===== src/rtl/trgo_pkg.sv =====
// Package: shared mode codes, configuration word and helpers for the
// master trigger output selector. Assumes a 4-bit mode field.
package trgo_pkg;

    localparam int MODE_W = 4;
    localparam int SMODE_W = 4;

    // Mode codes; the numeric values are fixed by the timer's programming model.
    typedef enum logic [MODE_W-1:0] {
        TM_SWUPD    = 4'd0,
        TM_CNTEN    = 4'd1,
        TM_UPDATE   = 4'd2,
        TM_CC1PULSE = 4'd3,
        TM_OC_BASE  = 4'd4,
        TM_ENCCLK   = 4'd8
    } trgo_mode_e;

    // Configuration word held by the block.
    typedef struct packed {
        logic [MODE_W-1:0] mode;
        logic              xor_in;
        logic              dma_upd;
        logic              sync_byp;
    } trgo_cfg_t;

    // True when the slave-mode code permits the encoder clock as trigger source.
    function automatic logic enc_slave_ok(input logic [SMODE_W-1:0] sm);
        return (sm == 4'd1) || (sm == 4'd2) || (sm == 4'd3) || (sm >= 4'd10);
    endfunction

endpackage


===== src/rtl/trgo_cfg_regs.sv =====
// Module: configuration register of the trigger selector.
// Captures the whole configuration word when the write strobe is high and
// clears it to zero on a synchronous active-low reset.
module trgo_cfg_regs
    import trgo_pkg::*;
(
    input  logic      clk,
    input  logic      rst_n,
    input  logic      we,
    input  trgo_cfg_t wr_cfg,
    output trgo_cfg_t cfg_q
);

    // Hold the configuration; load only on a write strobe.
    always_ff @(posedge clk) begin
        if (!rst_n) begin
            cfg_q <= '0;
        end else if (we) begin
            cfg_q <= wr_cfg;
        end
    end

endmodule


===== src/rtl/trgo_align.sv =====
// Module: delay alignment for the counter-enable and slave-reset sources.
// Forms the counter enable (control bit gated by the trigger input in gated
// mode) and delays it one extra stage when the trigger input gates it,
// unless the sync bypass is set. A slave-issued reset is always delayed one
// stage. Assumes the strobes are synchronous to clk.
module trgo_align (
    input  logic clk,
    input  logic rst_n,
    input  logic cen_bit,
    input  logic gated_mode,
    input  logic trig_in,
    input  logic sync_byp,
    input  logic slv_reset,
    output logic en_src,
    output logic rst_src
);

    logic cnt_en;
    logic cnt_en_q;
    logic slv_reset_q;

    // Counter enable as the counter sees it.
    always_comb begin
        cnt_en = cen_bit & (gated_mode ? trig_in : 1'b1);
    end

    // Alignment stages for the gated enable and the slave reset.
    always_ff @(posedge clk) begin
        if (!rst_n) begin
            cnt_en_q    <= 1'b0;
            slv_reset_q <= 1'b0;
        end else begin
            cnt_en_q    <= cnt_en;
            slv_reset_q <= slv_reset;
        end
    end

    // Pick the direct or the delayed enable.
    always_comb begin
        en_src  = (gated_mode && !sync_byp) ? cnt_en_q : cnt_en;
        rst_src = slv_reset_q;
    end

endmodule


===== src/rtl/trgo_src_mux.sv =====
// Module: trigger source multiplexer and output register.
// Selects one source by mode code, registers it onto trgo and flags an
// encoder clock selection paired with an illegal slave-mode code.
// Reserved codes drive the output low. Assumes NUM_OC <= 4.
module trgo_src_mux
    import trgo_pkg::*;
#(
    parameter int NUM_OC = 4
) (
    input  logic               clk,
    input  logic               rst_n,
    input  logic [MODE_W-1:0]  mode,
    input  logic [SMODE_W-1:0] slave_mode,
    input  logic               sw_upd,
    input  logic               rst_src,
    input  logic               en_src,
    input  logic               update_evt,
    input  logic               cc1_set,
    input  logic [NUM_OC-1:0]  ocref,
    input  logic               enc_clk,
    output logic               trgo,
    output logic               enc_cfg_err
);

    localparam int OC_FIRST = int'(TM_OC_BASE);

    logic oc_sel;
    logic enc_ok;
    logic sel;
    logic err_nxt;

    // Compare reference pick; codes outside the compare range give 0.
    always_comb begin
        oc_sel = 1'b0;
        for (int i = 0; i < NUM_OC; i++) begin
            if (mode == MODE_W'(OC_FIRST + i)) begin
                oc_sel = ocref[i];
            end
        end
    end

    // Legality of the encoder clock for the current slave mode.
    always_comb begin
        enc_ok = enc_slave_ok(slave_mode);
    end

    // Main source selection by mode code.
    always_comb begin
        sel     = 1'b0;
        err_nxt = 1'b0;
        case (mode)
            TM_SWUPD:    sel = sw_upd | rst_src;
            TM_CNTEN:    sel = en_src;
            TM_UPDATE:   sel = update_evt;
            TM_CC1PULSE: sel = cc1_set;
            TM_ENCCLK: begin
                sel     = enc_ok & enc_clk;
                err_nxt = !enc_ok;
            end
            default:     sel = oc_sel;
        endcase
    end

    // Output register for the trigger and the configuration error flag.
    always_ff @(posedge clk) begin
        if (!rst_n) begin
            trgo        <= 1'b0;
            enc_cfg_err <= 1'b0;
        end else begin
            trgo        <= sel;
            enc_cfg_err <= err_nxt;
        end
    end

endmodule


===== src/rtl/trgo_in_cond.sv =====
// Module: input conditioning and DMA request source.
// Drives channel 1 with its own input or the XOR of all input channels,
// and registers one DMA request per channel from either its channel event
// or the update event. Assumes NUM_IN >= 1.
module trgo_in_cond #(
    parameter int NUM_IN = 3,
    parameter int NUM_CH = 4
) (
    input  logic              clk,
    input  logic              rst_n,
    input  logic              xor_in,
    input  logic              dma_upd,
    input  logic [NUM_IN-1:0] ch_in,
    input  logic [NUM_CH-1:0] cc_evt,
    input  logic              update_evt,
    output logic              ch1_out,
    output logic [NUM_CH-1:0] dma_req
);

    // Channel 1 conditioning, combinational.
    always_comb begin
        ch1_out = xor_in ? (^ch_in) : ch_in[0];
    end

    // One registered DMA request per channel.
    for (genvar c = 0; c < NUM_CH; c++) begin : g_dma
        always_ff @(posedge clk) begin
            if (!rst_n) begin
                dma_req[c] <= 1'b0;
            end else begin
                dma_req[c] <= dma_upd ? update_evt : cc_evt[c];
            end
        end
    end

endmodule


===== src/rtl/trig_out_sel.sv =====
// Module: master trigger output selector (top).
// Ties the configuration register, enable/reset alignment, source
// multiplexer and input conditioning together. All outputs are reset by a
// synchronous active-low reset; trgo carries one clock of latency.
module trig_out_sel
    import trgo_pkg::*;
#(
    parameter int NUM_OC = 4,
    parameter int NUM_IN = 3,
    parameter int NUM_CH = 4
) (
    input  logic               clk,
    input  logic               rst_n,
    input  logic               cfg_we,
    input  logic [MODE_W-1:0]  cfg_mode,
    input  logic               cfg_xor_in,
    input  logic               cfg_dma_upd,
    input  logic               cfg_sync_byp,
    input  logic [SMODE_W-1:0] slave_mode,
    input  logic               sw_upd,
    input  logic               slv_reset,
    input  logic               cen_bit,
    input  logic               gated_mode,
    input  logic               trig_in,
    input  logic               update_evt,
    input  logic               cc1_set,
    input  logic [NUM_OC-1:0]  ocref,
    input  logic               enc_clk,
    input  logic [NUM_IN-1:0]  ch_in,
    input  logic [NUM_CH-1:0]  cc_evt,
    output logic               ch1_out,
    output logic [NUM_CH-1:0]  dma_req,
    output logic               trgo,
    output logic               enc_cfg_err
);

    trgo_cfg_t         wr_cfg;
    trgo_cfg_t         cfg_q;
    logic [MODE_W-1:0] mode_q;
    logic              xor_q;
    logic              dma_q;
    logic              en_src;
    logic              rst_src;

    // Pack the write port into a configuration word.
    always_comb begin
        wr_cfg.mode     = cfg_mode;
        wr_cfg.xor_in   = cfg_xor_in;
        wr_cfg.dma_upd  = cfg_dma_upd;
        wr_cfg.sync_byp = cfg_sync_byp;
    end

    // Flat views of the held fields.
    always_comb begin
        mode_q = cfg_q.mode;
        xor_q  = cfg_q.xor_in;
        dma_q  = cfg_q.dma_upd;
    end

    trgo_cfg_regs u_cfg (
        .clk    (clk),
        .rst_n  (rst_n),
        .we     (cfg_we),
        .wr_cfg (wr_cfg),
        .cfg_q  (cfg_q)
    );

    trgo_align u_align (
        .clk        (clk),
        .rst_n      (rst_n),
        .cen_bit    (cen_bit),
        .gated_mode (gated_mode),
        .trig_in    (trig_in),
        .sync_byp   (cfg_q.sync_byp),
        .slv_reset  (slv_reset),
        .en_src     (en_src),
        .rst_src    (rst_src)
    );

    trgo_src_mux #(.NUM_OC(NUM_OC)) u_mux (
        .clk         (clk),
        .rst_n       (rst_n),
        .mode        (mode_q),
        .slave_mode  (slave_mode),
        .sw_upd      (sw_upd),
        .rst_src     (rst_src),
        .en_src      (en_src),
        .update_evt  (update_evt),
        .cc1_set     (cc1_set),
        .ocref       (ocref),
        .enc_clk     (enc_clk),
        .trgo        (trgo),
        .enc_cfg_err (enc_cfg_err)
    );

    trgo_in_cond #(.NUM_IN(NUM_IN), .NUM_CH(NUM_CH)) u_cond (
        .clk        (clk),
        .rst_n      (rst_n),
        .xor_in     (xor_q),
        .dma_upd    (dma_q),
        .ch_in      (ch_in),
        .cc_evt     (cc_evt),
        .update_evt (update_evt),
        .ch1_out    (ch1_out),
        .dma_req    (dma_req)
    );

endmodule


===== config.mk =====
export PLATFORM = sky130hd
export DESIGN_NAME = trig_out_sel
export DESIGN_NICKNAME = d
export VERILOG_FILES = /design/src/rtl/trgo_pkg.sv /design/src/rtl/trgo_cfg_regs.sv /design/src/rtl/trgo_align.sv /design/src/rtl/trgo_src_mux.sv /design/src/rtl/trgo_in_cond.sv /design/src/rtl/trig_out_sel.sv
export SDC_FILE = /design/constraint.sdc
export NUM_CORES = 1
export LEC_CHECK = 0
export ABC_AREA = 1
export CAP_MARGIN = 30
export CORE_MARGIN = 8
export CORE_UTILIZATION = 35
export CTS_CLUSTER_DIAMETER = 40
export CTS_CLUSTER_SIZE = 28
export DETAILED_ROUTE_END_ITERATION = 16
export GPL_ROUTABILITY_DRIVEN = 0
export PLACE_DENSITY = 0.79
export SKIP_CTS_REPAIR_TIMING = 1
export SLEW_MARGIN = 40
export SYNTH_ARGS = -nofsm -noshare
export SYNTH_HDL_FRONTEND = slang
export SYNTH_SLANG_ARGS = --single-unit

===== constraint.sdc =====
create_clock -name clk -period 1.2 [get_ports clk]
set_input_delay 0.12 -clock clk [delete_from_list [all_inputs] [get_ports clk]]
set_output_delay 0.12 -clock clk [all_outputs]
set_load 0.01 [all_outputs]

==> impl_metrics.tcl, run 1 <==
set metrics [dict create \
    status "finished, violations left" \
    violations "negative setup slack" \
    routed_wl_mm 1.89 \
    syn-num-nets 126 \
    p_clk_frac 0.269 \
    dieHeight_um 59.3 \
    ys_seq_elements 15 \
    cts_root_buffer "clkbuf_4" \
    dpl.hpwl_mm 1.54 \
    die_w_um 59.3 \
    grt_pass1_wl_mm 2.82 \
    clkSinkCount 15 \
    dieArea_um2 3520 \
    preCtsSetupSlack_ps -473 \
    worstSetupPathType "reg2out" \
    diodes 0 \
    layout-drive-gt1-share 0.109 \
    setup_ws_ps -66.2 \
    fillers 156 \
    core-area_um2 1750 \
    hold_path_class "in2reg" \
    critPathArrivalTime_ps 1150 \
    fin_crit_ps 1270 \
    vdd_drop_max_mv 0.501 \
    drt_iter0_drc 13 \
    relSlewSlack 0.814 \
    clock_path_buffers 2 \
    worstRegToRegCells 7 \
    layout.nets 172 \
    drc 0 \
    synth_cell_type_count 17 \
    endpoint_kind "output port" \
    r2r_end "u_mux.trgo" \
    p_comb_frac 0.240 \
    maxCapViolations 0 \
    max_slew.worst_pin.slew_ps 278 \
    worstSkewPairLatency_ps 290 \
    ant_nets 0 \
    synthTopCellsByCount "20 x nand2_1, 15 x dfxtp_1, 14 x nor2_1" \
    hold_start "slv_reset" \
    synth_ff_type "dfxtp_1" \
    min_path_cells 3 \
    rrSetupSlack_ps 130 \
    r2r_start "u_cfg.cfg_q[4]" \
    regArea_um2 302 \
    setup_viol 1 \
    multi_input_comb_area_um2 322 \
    yosysTopAreaCellShare 0.457 \
    synth_edf_count 0 \
    num_vias 737 \
    grt_pass1_vias 687 \
    p_seq_frac 0.491 \
    num_io_pins 40 \
    cts_tree "built" \
    p_leak_uw 0.000583 \
    fin_skew_ps 4.80 \
    synth_area_leaders "dfxtp_1 46%, nand2_1 11%, nor2_1 8.0%, o21ai_0 6.9%, a21oi_1 6.1%" \
    htreeDepth 1 \
    grt_max_degree 12 \
    ys_seq_area_frac 0.457 \
    drtPass1Iterations 4 \
    syn2layout_area_growth_pct 75.0 \
    cts_inserted_buffers 3 \
    syn_inst 93 \
    overflow 0 \
    slew_viol_final 0 \
    power.switching_uw 297 \
    fmax_mhz 790 \
    rows 15 \
    syn_avg_cell_area_um2 7.06 \
    port_buffers 39 \
    wire_per_inst_um 11.6 \
    async_reset_ff_frac 0 \
    yosys_warnings 0 \
    netSwitchingFraction 0.266 \
    period_share 1.06 \
    synth_top_area_cell "dfxtp_1" \
    p_int_uw 820 \
    clk_pin_slew_worst_paths_ps 100 \
    synth.most_common_cell "nand2_1" \
    start_util 0.376 \
    grt.total_usage 0.106 \
    powerDensity_nw_per_um2 971 \
    required_ps 1080 \
    final_util 0.659 \
    rsz0062_at_grt "true" \
    hold_end "u_align.rst_src" \
    antenna_found_initial 0 \
    hold_viol_final 0 \
    syn-cell-area_um2 657 \
    crit_fanout 2 \
    viasPerCell 4.52 \
    start_kind "flip-flop" \
]
## sequential cells by signal, indices dropped and copies added, names as in the netlist
name,cells
u_align.cnt_en_q,1
u_cond.dma_req,4
u_mux.enc_cfg_err,1
u_align.rst_src,1
u_cfg.cfg_q,7
u_mux.trgo,1
## cell families after synthesis
| logic type | count (synthesis) | synth area share |
|---|---|---|
| AND/OR/NAND/NOR | 41 | 0.259 |
| AO/OA/AOI/OAI | 23 | 0.194 |
| flip-flops | 15 | 0.457 |
| buffers and inverters | 13 | 0.0762 |
| XOR/XNOR | 1 | 0.0133 |
## worst max-delay path by stage
stage,from,to,slack (ps),depth (start not counted)
2_1_floorplan,u_cfg.cfg_q[3],u_mux.trgo,250,6
3_3_place_gp,ch_in[2],ch1_out,-410,5
3_5_place_dp,ch_in[2],ch1_out,-470,5
4_1_cts,u_cfg.cfg_q[2],ch1_out,-600,4
5_1_grt,u_cfg.cfg_q[2],ch1_out,-130,4
6_report,u_cfg.cfg_q[2],ch1_out,-70,4
## power by group through the flow
stage          clock (uW)  sequential [uW]  combinational (uW)
2_1_floorplan           0              565                95.9
3_3_place_gp            0              559                 265
3_5_place_dp            0              560                 270
4_1_cts               306              549                 271
5_1_grt               314              552                 298
6_report              300              549                 268
## per-layer routing
layer | GRT usage | wire (um) | vias to the layer above | share of wire
met4 | 0.0717 | 34 | 0 | 0.018
met2 | 0.180 | 843 | 32 | 0.45
li1 | - | - | 391 | -
met1 | 0.104 | 846 | 310 | 0.45
met3 | 0.0412 | 167 | 4 | 0.088
met5 | 0 | 0 | - | 0
## layout by cell type, fill, tap and decap left out, types with 2 or more instances in the layout
cell type and count:
clkdlybuf4s50_1 32, nand2_1 20, nor2_1 14, dfxtp_1 14, inv_1 10, o21ai_0 8, a21oi_1 8, dlymetal6s2s_1 6
nand3_1 4, clkbuf_4 3, buf_4 3, nand3b_1 2, o21ai_1 2, a21oi_2 2
## through the flow
stage,power (uW),cells,TNS [ps],hold slack (ps),cell area (um^2)
floorplan,660,93,0,213,657
global placement,824,159,-502,468,1100
detailed placement,830,159,-584,476,1100
CTS,1130,163,-1010,360,1120
global route,1160,163,-127,372,1150
finish,1120,163,-66.2,363,1150
## cell type report
| cell class | instances | area share |
|---|---|---|
| clock buffer | 3 | 0.0196 |
| sequential | 15 | 0.262 |
| tap | 25 | 0.0272 |
| multi-input combinational | 65 | 0.280 |
| inverter | 12 | 0.0392 |
| timing repair buffer | 42 | 0.368 |
| clock inverter | 1 | 0.00435 |
## critical path, stage by stage (launching register included)
cell and delay (ps):
dfxtp_2 340, a21boi_4 170, o21ai_2 70, xnor2_1 130, buf_2 150
No activity file was read; power rests on OpenSTA's default activity.
==> run 2, diff against run 1 <==
--- a/config.mk
+++ b/config.mk
@@ -14,6 +14,7 @@
 export DETAILED_ROUTE_END_ITERATION = 16
 export GPL_ROUTABILITY_DRIVEN = 0
 export PLACE_DENSITY = 0.79
+export SETUP_SLACK_MARGIN = 0.15
 export SKIP_CTS_REPAIR_TIMING = 1
 export SLEW_MARGIN = 40
 export SYNTH_ARGS = -nofsm -noshare
==> run 2 against run 1 <==
  * The flow still finishes with violations (negative setup slack)
  * Design area rose by 2.6%
  * Routed wire length rose by 5.6%
  * Non-clock buffer count did not move
  * Hold slack got worse by 1.3 ps
  * Combinational power rose by 4%
  * Clock-buffer cell count did not move
  * Sequential power rose by 0.7%
  * Clock power barely moved
  * Total power rose by 1.3%
  * Cell count did not move
  * Die area did not move
  * Critical endpoint unchanged
  * Largest cell class unchanged
  * Highest routed layer unchanged
==> impl_metrics.tcl, run 2 (same netlist as run 1, synthesis figures left out) <==
set metrics [dict create \
    status "finished, violations left" \
    violations "negative setup slack" \
    core-area_um2 1750 \
    ant_nets 0 \
    r2r_end "u_mux.trgo" \
    num_vias 744 \
    cts_inserted_buffers 3 \
    cts_root_buffer "clkbuf_4" \
    clock_path_buffers 2 \
    dieHeight_um 59.3 \
    dpl.hpwl_mm 1.54 \
    fin_crit_ps 1270 \
    port_buffers 39 \
    hold_viol_final 0 \
    r2r_start "u_cfg.cfg_q[3]" \
    viasPerCell 4.56 \
    largest_reg_flops 7 \
    p_leak_uw 0.000591 \
    grt_pass1_vias 687 \
    num_io_pins 40 \
    grt_max_degree 12 \
    total_power_uw 1130 \
    critPathCapture "ch1_out" \
    layout_commonest_cell "clkdlybuf4s50_1" \
    powerDensity_nw_per_um2 959 \
    grt_pass1_wl_mm 2.82 \
    diodes 0 \
    fillers 150 \
    clk_pin_slew_worst_paths_ps 100 \
    layout_common_cells "32 x clkdlybuf4s50_1, 18 x nand2_1, 12 x nor2_1, 12 x dfxtp_1, 10 x inv_1" \
    fin_area_um2 1180 \
    die_w_um 59.3 \
    maxCapViolations 0 \
    layout-drive-gt1-share 0.159 \
    crit_fanout 2 \
    drc 0 \
    start_kind "flip-flop" \
    clkSinkCount 15 \
    crit_start "u_cfg.cfg_q[2]" \
    worstRegToRegCells 6 \
    drt_iter0_drc 17 \
    overflow 0 \
    relSlewSlack 0.813 \
    hold_path_class "in2reg" \
    worstSkewPairLatency_ps 290 \
    fin_skew_ps 4.66 \
    cts_tree "built" \
    period_share 1.06 \
    top_regs "u_cfg.cfg_q x7, u_cond.dma_req x4" \
    rows 15 \
    max_slew.worst_pin.slew_ps 280 \
    critPathArrivalTime_ps 1150 \
    grt.total_usage 0.106 \
    wire_per_inst_um 12.3 \
    routed_wl_mm 2.00 \
    antenna_found_initial 0 \
    syn2layout_area_growth_pct 79.6 \
    start_util 0.376 \
    setup_viol 1 \
    vdd_drop_max_mv 0.507 \
    drtPass1Iterations 4 \
    slew_viol_final 0 \
    required_ps 1080 \
    fin_cells 163 \
    endpoint_kind "output port" \
    dieArea_um2 3520 \
    setup_ws_ps -68.1 \
    htreeDepth 1 \
    layout.nets 172 \
    worstSetupPathType "reg2out" \
    fmax_mhz 789 \
    place_inst 159 \
    rrSetupSlack_ps 170 \
    rsz0062_at_grt "true" \
    top_register "u_cfg.cfg_q" \
    place_area_um2 1100 \
]
[run 2: cell counts in the layout (fill, tap and decap cells not counted)]
Identical to the previous run, type by type.
[run 2: worst min path at each step]
stage	start	end	cells past startpoint
5_1_grt	slv_reset	u_align.rst_src	3
6_report	slv_reset	u_align.rst_src	3
4_1_cts	slv_reset	u_align.rst_src	3
3_3_place_gp	u_cfg.cfg_q[0]	u_cfg.cfg_q[0]	2
2_1_floorplan	rst_n	u_align.rst_src	2
3_5_place_dp	u_cfg.cfg_q[0]	u_cfg.cfg_q[0]	2
[run 2: critical path: stages, from the launching register on]
cell      delay, ps
dfxtp_2         340
a21boi_4        170
o21ai_2          70
xnor2_1         130
buf_2           150
[run 2: layout make-up]
type | count | area [um^2] | share of cell area
clock buffer | 3 | 22.5 | 0.0191
clock inverter | 1 | 5.00 | 0.00424
inverter | 12 | 47.5 | 0.0403
multi-input combinational | 65 | 342 | 0.290
sequential | 15 | 309 | 0.262
tap | 25 | 31.3 | 0.0265
timing repair buffer | 42 | 423 | 0.358
[run 2: where the power goes]
part           internal (uW)  leakage [uW]  switching, uW
registers                531      0.000126           21.6
clock network            124     0.0000177            176
logic                    169      0.000447            110
[run 2: metal layers]
| layer | up-vias | wire length [um] | track usage |
|---|---|---|---|
| met5 | - | 0 | 0 |
| met4 | 0 | 44 | 0.0717 |
| met3 | 5 | 190 | 0.0412 |
| met2 | 38 | 894 | 0.180 |
| met1 | 313 | 868 | 0.104 |
| li1 | 388 | - | - |
[run 2: stage by stage]
| stage | hold slack [ps] | TNS, ps | worst slack (ps) | utilization |
|---|---|---|---|---|
| floorplan | 213 | 0 | 247 | - |
| detailed placement | 476 | -584 | -473 | 0.628 |
| global route | 372 | -127 | -127 | 0.676 |
| finish | 362 | -68.1 | -68.1 | 0.676 |
| CTS | 360 | -1010 | -597 | 0.644 |
| global placement | 468 | -502 | -408 | 0.628 |
==> run 3, diff against run 2 <==
--- a/config.mk
+++ b/config.mk
@@ -7,13 +7,16 @@
 export LEC_CHECK = 0
 export ABC_AREA = 1
 export CAP_MARGIN = 30
+export CELL_PAD_IN_SITES_DETAIL_PLACEMENT = 1
+export CELL_PAD_IN_SITES_GLOBAL_PLACEMENT = 2
 export CORE_MARGIN = 8
-export CORE_UTILIZATION = 35
+export CORE_UTILIZATION = 17
 export CTS_CLUSTER_DIAMETER = 40
 export CTS_CLUSTER_SIZE = 28
 export DETAILED_ROUTE_END_ITERATION = 16
 export GPL_ROUTABILITY_DRIVEN = 0
-export PLACE_DENSITY = 0.79
+export PLACE_DENSITY = 0.78
+export REMOVE_ABC_BUFFERS = 1
 export SETUP_SLACK_MARGIN = 0.15
 export SKIP_CTS_REPAIR_TIMING = 1
 export SLEW_MARGIN = 40
==> run 3 against run 2 <==
  * The flow still finishes with violations (negative setup slack)
  * Flip-flop and latch count unchanged
  * Sequential power about the same
  * Die area up 74%
  * Non-clock buffer count rose by 2
  * Largest power group unchanged
  * Highest routed layer unchanged
==> impl_metrics.tcl, run 3 (same netlist as run 1, synthesis figures left out) <==
set metrics [dict create \
    core-area_um2 3690 \
    top_regs "u_cfg.cfg_q x7, u_cond.dma_req x4" \
    dieArea_um2 6110 \
    start_util 0.178 \
    layout_common_cells "32 x clkdlybuf4s50_1, 20 x nand2_1, 13 x nor2_1, 12 x dfxtp_1, 10 x inv_1" \
    powerDensity_nw_per_um2 1020 \
    p_comb_frac 0.222 \
    p_leak_uw 0.000605 \
    grt.total_usage 0.0686 \
    slew_viol_final 0 \
    rrSetupSlack_ps 210 \
    period_share 1.00 \
    overflow 0 \
    drt_iter0_drc 13 \
    p_clk_frac 0.333 \
    place_inst 184 \
    rows 22 \
    worstSkewPairLatency_ps 250 \
    crit_cells 4 \
    worstPathCellList "a21boi_1 -> o21ai_1 -> xnor2_1 -> buf_2" \
    netSwitchingFraction 0.250 \
    die_w_um 78.2 \
    required_ps 1080 \
    endpoint_kind "output port" \
    setup_viol 1 \
    drc 0 \
    fmax_mhz 830 \
    htreeDepth 1 \
    grt_pass1_vias 836 \
    worstSetupPathType "reg2out" \
    fin_skew_ps 1.99 \
    crit_path_max_incr_delay_ps 330 \
    layout-drive-gt1-share 0.143 \
    clkSinkCount 15 \
    worstRegToRegCells 6 \
    cts_tree "built" \
    crit_fanout 2 \
    routed_wl_mm 2.16 \
    grt_pass1_wl_mm 3.51 \
    max_slew.worst_pin.slew_ps 303 \
    setup_ws_ps -4.73 \
    viasPerCell 3.96 \
    largest_reg_flops 7 \
    path_buf_inv 1 \
    drtPass1Iterations 4 \
    top_register "u_cfg.cfg_q" \
    layout_commonest_cell "clkdlybuf4s50_1" \
    cpMaxStageDelayCell "dfxtp_2" \
    fin_cells 188 \
    relSlewSlack 0.798 \
    critPathArrivalTime_ps 1080 \
    maxCapViolations 0 \
    syn2layout_area_growth_pct 85.1 \
    hold_viol_final 0 \
    p_seq_frac 0.445 \
    min_path_cells 3 \
    grt_max_degree 12 \
    hold_path_class "in2reg" \
    antenna_found_initial 0 \
    cts_inserted_buffers 3 \
    port_buffers 39 \
    status "finished, violations left" \
    power.switching_uw 310 \
    vdd_drop_max_mv 0.594 \
    dieHeight_um 78.2 \
    cts_root_buffer "clkbuf_8" \
    p_int_uw 930 \
    wire_per_inst_um 11.5 \
    num_vias 745 \
    layout.nets 174 \
    final_util 0.330 \
    clock_path_buffers 2 \
    ant_nets 0 \
    dpl.hpwl_mm 1.81 \
    clk_pin_slew_worst_paths_ps 60 \
    num_io_pins 40 \
    rsz0062_at_grt "true" \
    start_kind "flip-flop" \
    fin_crit_ps 1200 \
    violations "negative setup slack" \
    path_delay_family "flip-flops" \
    diodes 0 \
]
-- run 3: cell count changes in the layout (fill, tap and decap cells not counted), moves of 2 or more --
cell,delta
clkbuf_8,+3
inv_2,+2
nand2_1,+2
buf_4,+2
nand2_2,-2
clkbuf_4,-3
-- run 3: final timing paths --
kind                                startpoint              end
worst min register to register  u_cfg.cfg_q[0]   u_cfg.cfg_q[0]
worst max-delay path            u_cfg.cfg_q[2]          ch1_out
worst min-delay path                 slv_reset  u_align.rst_src
worst max register to register  u_cfg.cfg_q[3]       u_mux.trgo
-- run 3: through the flow --
stage                     power (uW)  setup slack, ps  cell area, um^2  TNS (ps)  hold WS, ps
after floorplan                  659              247              652         0          213
after global placement           838             -413             1140      -536          467
after detailed placement         845             -478             1140      -610          483
after CTS                       1260             -506             1190      -666          402
after global routing            1320            -81.7             1220     -81.7          447
final                           1240            -4.73             1220     -4.73          399
-- run 3: area by class of cell --
cell class | count | area, um^2
multi-input cells | 65 | 318
well taps | 48 | 60.1
repair buffers | 44 | 438
fillers | 477 | 2470
flip-flops and latches | 15 | 309
clock buffers | 3 | 41.3
clock inverters | 1 | 5.00
inverters | 12 | 45.0
-- run 3: worst reg2reg max path: stages (launching register included) --
cell and delay [ps]:
dfxtp_4 380, inv_2 60, and3_2 170, nor2_1 100
nand2_1 60, nand2_1 70, a21oi_2 50
-- run 3: power by group through the flow --
| stage | Clock [uW] | Combinational [uW] | Sequential (uW) |
|---|---|---|---|
| after floorplan | 0 | 94.5 | 565 |
| after global placement | 0 | 277 | 561 |
| after detailed placement | 0 | 282 | 562 |
| after CTS | 430 | 284 | 551 |
| after global routing | 454 | 305 | 556 |
| final | 413 | 275 | 552 |
-- run 3: routing by layer --
metal,wire length [um],global-route usage,vias to the layer above
met4,6,0.0111,0
met5,0,0,-
met3,207,0.0433,2
met2,918,0.104,35
met1,1030,0.0808,316
li1,-,-,392
